==> src/rtl/rcfc_pkg.sv <==
package rcfc_pkg;

    // Bank configuration selector
    typedef enum logic {
        CFG_TWO  = 1'b0,
        CFG_FOUR = 1'b1
    } bank_cfg_e;

    localparam int RC_COORD_MAX = 31;
    localparam int RC_LEN_W     = 3;
    localparam int RC_NB_FULL   = 4;
    localparam int RC_NB_HALF   = 2;

endpackage

==> src/rtl/rcfc_wrap_step.sv <==
// One coordinate of the counter: adds an amount and wraps the result back
// into 1..MAX, reporting a carry into the next coordinate.
module rcfc_wrap_step #(
    parameter int W   = 5,
    parameter int MAX = 31,
    parameter int AW  = 3
) (
    input  logic [W-1:0]  cur_i,
    input  logic [AW-1:0] add_i,
    output logic [W-1:0]  nxt_o,
    output logic          carry_o
);
    localparam int SW = W + 1;

    logic [SW-1:0] sum;

    always_comb begin
        sum     = SW'(cur_i) + SW'(add_i);
        carry_o = (sum > SW'(MAX));
        if (carry_o) begin
            nxt_o = W'(sum - SW'(MAX));
        end else begin
            nxt_o = W'(sum);
        end
    end
endmodule

==> src/rtl/rcfc_bank_step.sv <==
// Bank coordinate: advances on a row carry and wraps after the last installed bank.
module rcfc_bank_step #(
    parameter int BW      = 2,
    parameter int NB_FULL = 4,
    parameter int NB_HALF = 2
) (
    input  logic [BW-1:0] bank_i,
    input  logic          inc_i,
    input  logic          four_i,
    output logic [BW-1:0] nxt_o
);
    logic [BW-1:0] last;

    always_comb begin
        last = four_i ? BW'(NB_FULL - 1) : BW'(NB_HALF - 1);
        if (!inc_i) begin
            nxt_o = bank_i;
        end else if (bank_i == last) begin
            nxt_o = '0;
        end else begin
            nxt_o = bank_i + BW'(1);
        end
    end
endmodule

==> src/rtl/rcfc_load_check.sv <==
// Decides whether a jump target can be produced by the counter.
module rcfc_load_check #(
    parameter int CW      = 5,
    parameter int MAX     = 31,
    parameter int BW      = 2,
    parameter int NB_FULL = 4,
    parameter int NB_HALF = 2
) (
    input  logic [CW:0]   row_i,
    input  logic [CW:0]   col_i,
    input  logic [BW-1:0] bank_i,
    input  logic          four_i,
    output logic          ok_o
);
    localparam int NCOORD = 2;

    logic [NCOORD-1:0][CW:0] coord;
    logic [NCOORD-1:0]       in_range;
    logic                    bank_ok;

    assign coord = {row_i, col_i};

    genvar g;
    generate
        for (g = 0; g < NCOORD; g++) begin : g_coord
            assign in_range[g] = (coord[g] != '0) && (coord[g] <= (CW+1)'(MAX));
        end
    endgenerate

    always_comb begin
        if (four_i) begin
            bank_ok = int'(bank_i) < NB_FULL;
        end else begin
            bank_ok = int'(bank_i) < NB_HALF;
        end
        ok_o = (&in_range) && bank_ok;
    end
endmodule

==> src/rtl/rc_fetch_counter.sv <==
module rc_fetch_counter
    import rcfc_pkg::*;
#(
    parameter int COORD_MAX = RC_COORD_MAX,
    parameter int LEN_W     = RC_LEN_W,
    parameter int NB_FULL   = RC_NB_FULL,
    parameter int NB_HALF   = RC_NB_HALF
) (
    input  logic                                clk,
    input  logic                                rst_n,
    input  logic                                four_bank_i,
    input  logic                                adv_i,
    input  logic [LEN_W-1:0]                    adv_len_i,
    input  logic                                load_i,
    input  logic [$clog2(NB_FULL)-1:0]          load_bank_i,
    input  logic [$clog2(COORD_MAX+1):0]        load_row_i,
    input  logic [$clog2(COORD_MAX+1):0]        load_col_i,
    output logic [$clog2(NB_FULL)-1:0]          bank_o,
    output logic [$clog2(COORD_MAX+1)-1:0]      row_o,
    output logic [$clog2(COORD_MAX+1)-1:0]      col_o,
    output logic                                load_err_o
);
    localparam int CW = $clog2(COORD_MAX + 1);
    localparam int BW = $clog2(NB_FULL);

    typedef struct packed {
        logic [BW-1:0] bank;
        logic [CW-1:0] row;
        logic [CW-1:0] col;
    } rc_addr_t;

    rc_addr_t      state_d, state_q;
    logic          err_d, err_q;

    logic [CW-1:0] col_nxt, row_nxt;
    logic [BW-1:0] bank_nxt;
    logic          col_carry, row_carry;
    logic          ld_ok;

    rcfc_wrap_step #(.W(CW), .MAX(COORD_MAX), .AW(LEN_W)) i_col_step (
        .cur_i   (state_q.col),
        .add_i   (adv_len_i),
        .nxt_o   (col_nxt),
        .carry_o (col_carry)
    );

    rcfc_wrap_step #(.W(CW), .MAX(COORD_MAX), .AW(1)) i_row_step (
        .cur_i   (state_q.row),
        .add_i   (col_carry),
        .nxt_o   (row_nxt),
        .carry_o (row_carry)
    );

    rcfc_bank_step #(.BW(BW), .NB_FULL(NB_FULL), .NB_HALF(NB_HALF)) i_bank_step (
        .bank_i (state_q.bank),
        .inc_i  (row_carry),
        .four_i (four_bank_i),
        .nxt_o  (bank_nxt)
    );

    rcfc_load_check #(.CW(CW), .MAX(COORD_MAX), .BW(BW),
                      .NB_FULL(NB_FULL), .NB_HALF(NB_HALF)) i_load_check (
        .row_i  (load_row_i),
        .col_i  (load_col_i),
        .bank_i (load_bank_i),
        .four_i (four_bank_i),
        .ok_o   (ld_ok)
    );

    always_comb begin
        state_d = state_q;
        err_d   = 1'b0;
        if (load_i) begin
            if (ld_ok) begin
                state_d.bank = load_bank_i;
                state_d.row  = load_row_i[CW-1:0];
                state_d.col  = load_col_i[CW-1:0];
            end else begin
                err_d = 1'b1;
            end
        end else if (adv_i) begin
            state_d.col  = col_nxt;
            state_d.row  = row_nxt;
            state_d.bank = bank_nxt;
        end
    end

    always_ff @(posedge clk or negedge rst_n) begin
        if (!rst_n) begin
            state_q <= '{bank: '0, row: CW'(1), col: CW'(1)};
            err_q   <= 1'b0;
        end else begin
            state_q <= state_d;
            err_q   <= err_d;
        end
    end

    assign bank_o     = state_q.bank;
    assign row_o      = state_q.row;
    assign col_o      = state_q.col;
    assign load_err_o = err_q;


    coord_range_chk: assert property (@(posedge clk) disable iff (!rst_n)
        (state_q.row != '0) && (int'(state_q.row) <= COORD_MAX) &&
        (state_q.col != '0) && (int'(state_q.col) <= COORD_MAX));


    col_step_chk: assert property (@(posedge clk) disable iff (!rst_n)
        (adv_i && !load_i && (int'(state_q.col) + int'(adv_len_i) <= COORD_MAX))
        |=> (int'(state_q.col) == int'($past(state_q.col)) + int'($past(adv_len_i)))
            && $stable(state_q.row) && $stable(state_q.bank));


    two_bank_wrap_chk: assert property (@(posedge clk) disable iff (!rst_n)
        (adv_i && !load_i && !four_bank_i && (state_q.bank == BW'(1)) &&
         (int'(state_q.row) == COORD_MAX) &&
         (int'(state_q.col) + int'(adv_len_i) > COORD_MAX))
        |=> (state_q.bank == '0) && (state_q.row == CW'(1)));


    load_take_chk: assert property (@(posedge clk) disable iff (!rst_n)
        (load_i && ld_ok)
        |=> (state_q.row == $past(load_row_i[CW-1:0])) &&
            (state_q.col == $past(load_col_i[CW-1:0])) &&
            (state_q.bank == $past(load_bank_i)) && !err_q);


    bad_load_hold_chk: assert property (@(posedge clk) disable iff (!rst_n)
        (load_i && !ld_ok) |=> $stable(state_q) && err_q);


    idle_hold_chk: assert property (@(posedge clk) disable iff (!rst_n)
        (!load_i && !adv_i) |=> $stable(state_q) && !err_q);
endmodule

==> config.mk <==
export PLATFORM = sky130hd
export DESIGN_NAME = rc_fetch_counter
export DESIGN_NICKNAME = d
export VERILOG_FILES = /design/src/rtl/rcfc_pkg.sv /design/src/rtl/rcfc_wrap_step.sv /design/src/rtl/rcfc_bank_step.sv /design/src/rtl/rcfc_load_check.sv /design/src/rtl/rc_fetch_counter.sv
export SDC_FILE = /design/constraint.sdc
export NUM_CORES = 1
export LEC_CHECK = 0
export ABC_AREA = 1
export BUFFER_PORTS_ARGS = -buffer_cell sky130_fd_sc_hd__buf_2
export CORE_AREA = 2 2 55 69
export CTS_CLUSTER_SIZE = 20
export DETAILED_ROUTE_END_ITERATION = 8
export DIE_AREA = 0 0 57 71
export SETUP_SLACK_MARGIN = 0.02
export SYNTH_ARGS = -nofsm -noshare
export SYNTH_HDL_FRONTEND = slang
export SYNTH_SLANG_ARGS = --single-unit
==> constraint.sdc <==
create_clock -name clk -period 5.3 [get_ports clk]
set_input_delay 0.795 -clock clk [delete_from_list [all_inputs] [get_ports clk]]
set_output_delay 0.795 -clock clk [all_outputs]
set_load 0.02 [all_outputs]
### Yosys cells after proc, flatten, opt, wreduce, memory -nomap -nowiden

Cells that the tools add are included.
W data, S select, Z words.

| word-level totals | value |
|---|---|
| output and inout bits | 13 |
| input bits | 22 |
| word-level logic and storage cells | 37 |
| register bits after elaboration | 13 |

| operators by class | value |
|---|---|
| reductions and logical operators | 10 |
| equal/unequal tests | 2 |
| muxes and demuxes | 11 |
| order comparisons | 5 |
| $add $sub $neg | 5 |

Operators with widths:

| operator | number |
|---|---|
| $mux W12 | 3 |
| $gt A6 B5 Y1 const B | 2 |
| $le A6 B5 Y1 const B | 2 |
| $reduce_bool A6 Y1 | 2 |
| $mux W5 | 2 |
| $sub A5 B5 Y5 const B | 2 |
| $add A5 B1 Y6 | 1 |
| $add A5 B3 Y6 | 1 |
| $mux W2 | 3 |
| $reduce_and A2 Y1 | 2 |
| $reduce_bool A2 Y1 | 2 |
| $logic_and A1 B1 Y1 | 3 |
| $mux W1 | 3 |
| $reduce_and A3 Y1 | 1 |
| $add A2 B1 Y2 const B | 1 |
| $eq A2 B2 Y1 | 1 |
| $lt A2 B2 Y1 const B | 1 |
| $ne A2 B1 Y1 const B | 1 |

### Logic depth before layout (Yosys ltp)

| depth | value |
|---|---|
| depth in word-level cells | 7 |
| depth in mapped cells | 16 |
| gate-level depth less buffers | 16 |

### Hierarchy

From an unflattened synthesis, not the netlist that was laid out.

| unflattened totals | value |
|---|---|
| cell total of the unflattened synthesis | 197 |
| area total of the unflattened synthesis | 1212.4 um2 |

Modules (own cells, without submodules):

| module | area each (um2) | cells each | seq. area each (um2) | instances |
|---|---|---|---|---|
| rc_fetch_counter | 661.9 | 95 | 327.8 | 1 |
| rcfc_wrap_step (i_col_step) | 269.0 | 45 | 0.0 | 1 |
| rcfc_wrap_step (i_row_step) | 180.2 | 31 | 0.0 | 1 |
| rcfc_load_check | 67.6 | 17 | 0.0 | 1 |
| rcfc_bank_step | 33.8 | 9 | 0.0 | 1 |

### Least setup slack after synthesis

No wires, ideal clock.

| path | value |
|---|---|
| path type | input-to-reg |
| from | input port adv_len_i[2] |
| to | register state_q, in the netlist row_o[1] |
| data arrival time | 2493 ps |
| setup time | 117 ps |
| required time | 5183 ps |
| cell stages on the path | 12 |
| buffers on the path | 0 |
| path slack | 2691 ps |
| path through | ha_1 -> nand2_1 -> nand2_1 -> nand2_1 -> nand2_4 -> ha_1 -> ha_1 -> ha_1 -> o211ai_2 -> nand2_1 -> nand2_1 -> nand2_1 |

| between the ends | value |
|---|---|
| word-level cells in the longest chain between the ends | 7 |
| elaborated cells between the ends (all ways) | 8 |
| those cells by class | add/sub: 3; order compare: 2; mux: 3 |

Ends and longest elaborated chain:

| element | RTL line | text |
|---|---|---|
| start: declaration | rc_fetch_counter.sv:13 | `input logic [LEN_W-1:0] adv_len_i,` |
| $add A5 B3 Y6 (*) | rcfc_wrap_step.sv:18 | `sum = SW'(cur_i) + SW'(add_i);` |
| $gt A6 B5 Y1 (*) | rcfc_wrap_step.sv:19 | `carry_o = (sum > SW'(MAX));` |
| $add A5 B1 Y6 (*) | rcfc_wrap_step.sv:18 |  |
| $sub A5 B5 Y5 / $gt A6 B5 Y1 (equally long branches) | rcfc_wrap_step.sv:21, rcfc_wrap_step.sv:19 |  |
| $mux W5 (*) | rcfc_wrap_step.sv:20 | `if (carry_o) begin` |
| $mux W12 (*) | rc_fetch_counter.sv:81 | `end else if (adv_i) begin` |
| $mux W12 (*) | rc_fetch_counter.sv:73 | `if (load_i) begin` |
| end signal: assignment | rc_fetch_counter.sv:90 | `state_q <= '{bank: '0, row: CW'(1), col: CW'(1)};` |
| end signal: assignment | rc_fetch_counter.sv:93 | `state_q <= state_d;` |
| end: declaration | rc_fetch_counter.sv:32 | `rc_addr_t state_d, state_q;` |

Mark *: on every way between the ends. The rest lies on a longest branch, timed or not. The select of a mux whose other input is x is not followed.
A chain may end at the register's enable or synchronous reset.

### Worst setup path in the final report

Same ends and word-level chain as after synthesis.

==> run_results.csv <==
group,metric,value,unit
logic_synthesis,synth_nets,216,
logic_synthesis,avgSynthCellArea,6.73,um2
placed_design,gpl.final_weighted_congestion,0.847,
sta,min_period_over_period,48.1,%
logic_synthesis,post_synth_instance_area,1240,um2
floorplan,die_area,4050,um2
placed_design,detailed_place_hpwl,2.26,mm
sta,max_freq,392,MHz
drt,route.detailed.vias_per_inst,4.73,
layout,multi_input_comb_area,788,um2
job,drv_cap,0,
pwr,internal_power,248,uW
layout,final_util,43.2,%
pwr,power_leakage,0.000865,uW
drt,num_vias,1224,
global_routing,use_met3,2.19,%
sta,setup_tns,0,ns
drt,drc_errors,0,
sta,worst_pin_slew,0.345,ns
sta,timing_hold_violations_final,0,
global_routing,gr-usage-all-layers,15.8,%
floorplan,initial_core_utilization,36.4,%
logic_synthesis,synth_cells,185,
pwr,power.ir.vdd_worst,118,uV
floorplan,row_count,24,
worst_setup_path,critPathMaxFanout,6,
layout,area_used_by_sequential_logic_in_the_layout,328,um2
worst_setup_path,cp.arrival,2.69,ns
pwr,p_sw,186,uW
pwr,power.share.sequential,33.4,%
layout,number_of_nets_in_the_final_layout,252,
floorplan,dieWidth,57,um
drt,initial_drt_markers,31,
global_routing,globalRouteOverflowTotal,0,
layout,drive_above_1_share,29.5,%
sta,rsz0062_at_grt,"false",
logic_synthesis,synth_cell_type_count,27,
clocking,clock_latency,0.25,ns
global_routing,via_count_of_the_first_global_routing_pass,1243,
logic_synthesis,yosys.area_share.adder,9.65,%
worst_setup_path,worst_setup_path_start_kind,"input pin",
global_routing,grt_antenna_before_repair,0,
drt,first_pass_iters,4,
outcome,status,"finished, final reports clean",
logic_synthesis,fraction_of_the_mapped_netlist_area_in_simple_logic_gates,49.6,%
logic_synthesis,synth_seq_cells,13,
floorplan,die_height,71,um
layout,antenna-diode-count,0,
global_routing,grt-busiest-layer,"met2",
sta,timing.final.max_slew_violations,0,
logic_synthesis,post_synthesis_compound_gate_area_fraction,2.61,%
pwr,power_frac_clock,21.2,%
clocking,postCtsResizedCells,0,
sta,timing.slew.headroom,77.0,%
global_routing,grt_pass1_wl,5.12,mm
pwr,p_per_area,293,nW/um2
global_routing,global_route.usage.met1,18.5,%
floorplan,floorplan.io_pins,35,
logic_synthesis,yosysSeqAreaShare,26.3,%
layout,nFillCells,382,
clocking,cts.sinks,13,
layout,area.growth.synth_to_final,18.9,%
min_path,hold_class,"in -> async",
clocking,clock_tree_from_tritoncts,"yes",
clocking,clk_path_buf_depth,2,
drt,postRouteAntennaNets,0,
logic_synthesis,synth-xor-area-share,1.41,%
clocking,cts_buffers,3,
sta,finClkSkew,0.00328,ns
clocking,clkSlewWorstSetupHoldPaths,0.06,ns
clocking,ctsRootBufferMaster,"sky130_fd_sc_hd__clkbuf_8",
logic_synthesis,yosys-mux-area-fraction,0,%
global_routing,grt_max_degree,17,
logic_synthesis,synth.yosys.warnings,0,
placed_design,placement.io_buffers,34,
global_routing,groute.layer.met2.usage,29.4,%
drt,wl_per_cell,11.0,um
floorplan,core_region_area,3420,um2
worst_setup_path,required,5.44,ns
worst_setup_path,rrSetupSlack,2.99,ns
clocking,cts.hold.buffers_added,0,
drt,wl,2.85,mm
clocking,post-cts-setup-buffers,0,
logic_synthesis,dominant_combinational_cell_family_by_area_after_synthesis,"simple AND/OR/NAND/NOR gates",
clocking,cts-htree-levels,1,
pwr,comb_power_share,45.4,%
pwr,switching_power_as_a_share_of_total_power,42.8,%
sta,timing.final.crit_period,2.55,ns
worst_setup_path,worstSetupPathType,"in -> reg",
worst_setup_path,worst_setup_path_end_kind,"flip-flop",
sta,final_report_setup_violation_count,0,
==> routing by layer <==
| layer | wire, um | share of wire (%) |
|---|---|---|
| met1 | 1270 | 45 |
| met2 | 1440 | 51 |
| met3 | 109 | 3.8 |
| met4 | 31 | 1.1 |
| met5 | 0 | 0 |
==> stage by stage <==
stage	std cells	hold WS [ns]	power (uW)	cell area, um2	setup slack [ns]
2_1_floorplan	185	0.499	291	1240	2.69
3_3_place_gp	255	0.471	344	1430	2.52
3_5_place_dp	255	0.472	345	1430	2.48
4_1_cts	259	0.448	439	1480	2.74
5_1_grt	259	0.459	477	1480	2.52
6_report	259	0.446	434	1480	2.75
==> power by group through the flow <==
stage	logic, uW	registers (uW)	clock network [uW]
after floorplan	124	167	0
after CTS	200	145	94.0
after detailed placement	199	147	0
final	197	145	92.1
after global routing	227	148	101
after global placement	198	146	0
==> state kept, by name (all words and copies together) (netlist names) <==
register    flops
load_err_o      1
col_o           5
row_o           5
bank_o          2
==> cells by family (layout without fill, tap and decap cells) <==
| kind of cell | after synthesis | in the layout |
|---|---|---|
| fa+ha+maj | 9 | 9 |
| buf+inv | 29 | 64 |
| compound gates | 5 | 5 |
| simple gates | 127 | 127 |
| xor+xnor | 2 | 2 |
| flops | 13 | 13 |
==> worst max-delay path, stage by stage <==
cell,delay (ns)
sky130_fd_sc_hd__buf_2,0.10
sky130_fd_sc_hd__ha_1,0.34
sky130_fd_sc_hd__nand2_1,0.11
sky130_fd_sc_hd__nand2_1,0.05
sky130_fd_sc_hd__nand2_1,0.11
sky130_fd_sc_hd__nand2_4,0.09
sky130_fd_sc_hd__ha_1,0.18
sky130_fd_sc_hd__ha_1,0.29
sky130_fd_sc_hd__ha_1,0.31
sky130_fd_sc_hd__o211ai_2,0.15
sky130_fd_sc_hd__nand2_1,0.06
sky130_fd_sc_hd__nand2_1,0.05
sky130_fd_sc_hd__nand2_1,0.05
==> cell usage in the layout, fill, tap and decap left out, drive strengths merged, types with 4 or more instances in the layout <==
master	count
inv	22
nor2	11
ha	8
nand3	22
dfrtp	11
buf	34
nand2	84
nand3b	4
clkinv	5
==> cell type report <==
type,count,area share (%)
Multi-Input combinational cell,143,53.3
Sequential cell,13,22.1
Timing Repair Buffer,34,11.5
Inverter,26,6.68
Tap cell,39,3.30
Clock buffer,3,2.79
Clock inverter,1,0.338
==> cell usage after synthesis, drive strengths merged <==
cell type | instances | area (um2)
nand2 | 84 | 340
inv | 22 | 82.6
nand3 | 22 | 155
dfrtp | 11 | 275
nor2 | 11 | 46.3
ha | 8 | 100
clkinv | 4 | 16.3
nand3b | 4 | 30.0
buf | 3 | 30.0
nand4 | 3 | 25.0
o21ai | 3 | 15.0
dfstp | 2 | 52.6
or2 | 2 | 12.5
xor2 | 2 | 17.5
a21oi | 1 | 5.00
and2 | 1 | 8.76
fa | 1 | 20.0
o211ai | 1 | 12.5
==> path summary, 6_finish.rpt <==
kind                                            from                   end  cells past startpoint
worst max-delay path                    adv_len_i[2]  row_o[1]$_DFFE_PN0P_                     13
worst min-delay path                           rst_n  col_o[4]$_DFFE_PN0P_                      1
worst max register to register  col_o[2]$_DFFE_PN0P_  row_o[1]$_DFFE_PN0P_                     12
worst min register to register  col_o[0]$_DFFE_PN1P_  col_o[0]$_DFFE_PN1P_                      2
max in group asynchronous                      rst_n  row_o[0]$_DFFE_PN1P_                      1
min in group clk                col_o[0]$_DFFE_PN1P_  col_o[0]$_DFFE_PN1P_                      2
No activity file was read; power rests on OpenSTA's default activity.
